### src/rtl/flash_model_pkg.sv
// Shared types for the serial flash target model: command phases and
// the per-command descriptor produced by the opcode decoder.
package flash_model_pkg;

    typedef enum logic [2:0] {
        PH_CMD   = 3'd0,
        PH_ADDR  = 3'd1,
        PH_DUMMY = 3'd2,
        PH_RDATA = 3'd3,
        PH_WDATA = 3'd4,
        PH_SKIP  = 3'd5
    } phase_t;

    typedef struct packed {
        logic valid;      // opcode is one of the supported commands
        logic is_read;    // read (1) or program (0)
        logic addr4;      // four address bytes instead of three
        logic quad_addr;  // address taken as nibbles on all four lines
        logic quad_data;  // data moved as nibbles on all four lines
        logic fast;       // dummy clocks inserted before read data
    } cmd_desc_t;

endpackage

### src/rtl/flash_cmd_decode.sv
// Maps a command byte to its descriptor: read or program, address
// width, lanes for address and data, and whether dummy clocks follow.
// Unsupported bytes yield valid = 0. When the block is strapped
// read-only, program commands still decode so that they run on the bus.
module flash_cmd_decode
    import flash_model_pkg::*;
(
    input  logic [7:0] opcode,
    output cmd_desc_t  desc
);
    // Fixed command table.
    always_comb begin
        desc = '0;
        unique case (opcode)
            8'h03: desc = '{1'b1, 1'b1, 1'b0, 1'b0, 1'b0, 1'b0};
            8'h13: desc = '{1'b1, 1'b1, 1'b1, 1'b0, 1'b0, 1'b0};
            8'h0B: desc = '{1'b1, 1'b1, 1'b0, 1'b0, 1'b0, 1'b1};
            8'h0C: desc = '{1'b1, 1'b1, 1'b1, 1'b0, 1'b0, 1'b1};
            8'h6B: desc = '{1'b1, 1'b1, 1'b0, 1'b0, 1'b1, 1'b1};
            8'h6C: desc = '{1'b1, 1'b1, 1'b1, 1'b0, 1'b1, 1'b1};
            8'hEB: desc = '{1'b1, 1'b1, 1'b0, 1'b1, 1'b1, 1'b1};
            8'hEC: desc = '{1'b1, 1'b1, 1'b1, 1'b1, 1'b1, 1'b1};
            8'h02: desc = '{1'b1, 1'b0, 1'b0, 1'b0, 1'b0, 1'b0};
            8'h32: desc = '{1'b1, 1'b0, 1'b0, 1'b0, 1'b1, 1'b0};
            8'h38: desc = '{1'b1, 1'b0, 1'b0, 1'b1, 1'b1, 1'b0};
            8'h12: desc = '{1'b1, 1'b0, 1'b1, 1'b0, 1'b0, 1'b0};
            8'h34: desc = '{1'b1, 1'b0, 1'b1, 1'b0, 1'b1, 1'b0};
            8'h3E: desc = '{1'b1, 1'b0, 1'b1, 1'b1, 1'b1, 1'b0};
            default: desc = '0;
        endcase
    end
endmodule

### config.mk
export PLATFORM = sky130hd
export DESIGN_NAME = flash_cmd_decode
export DESIGN_NICKNAME = d
export VERILOG_FILES = /design/src/rtl/flash_model_pkg.sv /design/src/rtl/flash_cmd_decode.sv
export SDC_FILE = /design/constraint.sdc
export NUM_CORES = 1
export LEC_CHECK = 0
export BUFFER_PORTS_ARGS = -buffer_cell sky130_fd_sc_hd__buf_2
export CAP_MARGIN = 40
export CORE_AREA = 5 5 42 44
export DETAILED_ROUTE_END_ITERATION = 8
export DIE_AREA = 0 0 47 49
export PLACE_DENSITY = 0.38
export SLEW_MARGIN = 20
export SYNTH_ARGS = -nofsm -noshare
export SYNTH_HDL_FRONTEND = slang
export SYNTH_SLANG_ARGS = --single-unit
### constraint.sdc
create_clock -name vclk -period 1.34
set_clock_uncertainty 0.1 [all_clocks]
set_input_delay 0.067 -clock vclk [all_inputs]
set_output_delay 0.067 -clock vclk [all_outputs]
set_load 0.005 [all_outputs]
## After elaboration in Yosys (flattened, before gate mapping)

Index checks and enable logic that the tools add are counted.

- Register bits after elaboration: 0
- Bits of input ports: 8
- Output and inout port bits: 6
- Word-level logic and storage cells: 15

- Eq/ne operators: 14
- Multiplexer cells: 1

Operators with widths:

| operator | count |
|---|---|
| $pmux 6 s14 | 1 |
| $eq 8x6->1 const B | 4 |
| $eq 8x2->1 const B | 2 |
| $eq 8x4->1 const B | 2 |
| $eq 8x5->1 const B | 2 |
| $eq 8x7->1 const B | 2 |
| $eq 8x8->1 const B | 2 |

## Logic depth before layout (Yosys ltp)

- Word-level depth: 2
- Gate-level depth with buffers: 6
- Mapped depth without buffers: 4

## Worst setup path after synthesis

OpenSTA, ideal clock, no wires.

- Path kind: input port to output port
- Start point: in opcode[2]
- End point: out desc[5] (netlist name)
- Data arrival time: 1131 ps
- Data required time: 1173 ps
- Setup slack: 42 ps
- Cell stages on the path: 6
- Buffers on the path: 2
- Cell sequence: buf_4 or3b_1 buf_2 a21o_1 a2bb2oi_1 o211ai_2

RTL lines:

| element | RTL line | RTL |
|---|---|---|
| start, declared | flash_cmd_decode.sv:8 | `input logic [7:0] opcode,` |
| end, declared | flash_cmd_decode.sv:9 | `output cmd_desc_t desc` |

==> summary.txt <==
Status - finished, violations left
Violated checks - negative setup slack
Netlist cell types - 31
Total GRT Usage - 0.0779
Vias per cell - 5.01
DR iter-0 viols - 5
Fraction of layout cells with a size suffix above 1 - 0.567
FFs & Latches - 0
Port bufs - 14
Mapped Cells - 41
DIE AREA - 0.00230 mm2
DPL Wire Length - 721 um
Largest net degree at the start of global routing - 8
Final Hold Fails - 0
Die height - 49 um
Pre-antenna DRT Iters - 4
Top cell type's share of synthesized area - 0.0744
Cts-stage hold buffer count - 0
Nets@finish - 70
Storage cell area - 0 um2
Hold Crit Class - in2out
Average size of a mapped cell - 6.56 um2
Relative slew slack - 0.824
Final setup viols - 2
Actual slew at the worst max-slew pin - 0.264 ns
Setup repair bufs after CTS - 0
Post-synthesis sequential area ratio - 0
YS warnings - 0
Power per cell area - 226 mW/mm2
F_max - 723 MHz
Initial antenna violation count - 0
Cell taking the most area after synthesis - and4b_1
Maximum vdd ir drop - 0.0968 mV
GPL Wtd Cong - 0.736
Starting Density - 0.192
Leakage power - 0.000203 uW
FILL cells - 155
Core Rows - 14
Slew Viols, Final - 0
Period Utilization, post-route - 1.03
Ant diodes - 0
Max-cap violations - 0
Place WS - -0.176 ns
Synth area leaders - and4b_1 7.4%, a211o_1 6.5%, o21ai_0 5.6%, nor3b_1 5.6%, o211ai_2 4.7%
DP Cell Count - 76
Synthesized Nets - 49
Final worst path period need - 1.38 ns
Commonest non-fill, non-tap cells in the layout - 11 x buf_2, 7 x buf_4, 3 x buf_6
Via count - 381
Most frequent cell after synthesis - o21ai_0
Most common cell after layout, fill and taps aside - buf_2
Worst Path Max Fanout - 6
Critical Path Start Type - primary input
DRT antenna net count - 0
Die width - 47 um
Global-route wire length before repair - 1440 um
RSZ-0062 raised after global routing - yes
CP endpoint kind - output port
Final core utilization - 0.347
Mapped cell area - 269 um2
Worst path required time - 1.17 ns
Core area - 0.00140 mm2
DR WL met2 - 430 um
Placement Cell Area - 403 um2
WP data arrival - 1.22 ns
Worst Setup Slack, final - -0.0432 ns
Met1 WL - 440 um
Final Instance Count excl. Fillers - 76
Crit path kind - in2out
Top Ports - 14
Top layer in use - met3
Final WL - 923 um
Vias in the first global route - 356
Per-cell routed wire length - 12.1 um
DRC - 0
Area Growth Syn to Fin - 80.9%
Finished Cell Area - 487 um2
CLK BUF - 0
Wire length on met3 - 52 um
Overflow after GRT - 0
-- where the power goes --
part	internal [uW]	leakage, uW	switching, uW
clock	0	0	0
sequential	0	0	0
combinational	56.7	0.000203	53.5
-- critical path, stage by stage --
cell       delay (ns)
buf_6            0.09
or3b_4           0.43
a21o_1           0.22
a2bb2oi_2        0.15
o211ai_2         0.13
buf_2            0.13
-- area by class of cell --
class                           instances  area [um2]  share of cell area
Inverter                                1        3.75             0.00771
Multi-Input combinational cell         37         307               0.630
Timing Repair Buffer                   22         156               0.321
Tap cell                               16        20.0              0.0411
-- cells by family (layout without fill, tap and decap cells) --
logic type	after synthesis	after routing	synth area share
simple gates	21	21	0.484
xor+xnor	1	1	0.0326
compound gates	15	15	0.409
buf+inv	4	23	0.0744
-- metal layers --
| layer | vias up | global-route usage |
|---|---|---|
| met1 | 174 | 0.107 |
| li1 | 199 | - |
| met2 | 8 | 0.136 |
| met5 | - | 0 |
| met4 | 0 | 0 |
| met3 | 0 | 0.00738 |
-- final timing paths --
| kind | start | end | slack (ns) | depth (start not counted) |
|---|---|---|---|---|
| setup / recovery | opcode[0] | desc[5] | -0.04 | 6 |
| hold / removal | opcode[4] | desc[3] | 0.42 | 4 |
-- stage by stage --
step	setup TNS [ns]	total power [uW]	hold WS (ns)
after global routing	-0.264	120	0.461
after global placement	-0.745	88.8	0.425
final	-0.0735	110	0.421
after floorplan	0	41.0	0.0944
after CTS	-0.158	100	0.419
after detailed placement	-0.680	87.0	0.423
-- repair_timing --
| action | CTS | global route |
|---|---|---|
| pin swaps | 8 | 5 |
| gates resized for setup | 11 | 8 |
| setup endpoints to repair | 6 | 6 |
Power figures use the tool's default switching activity.
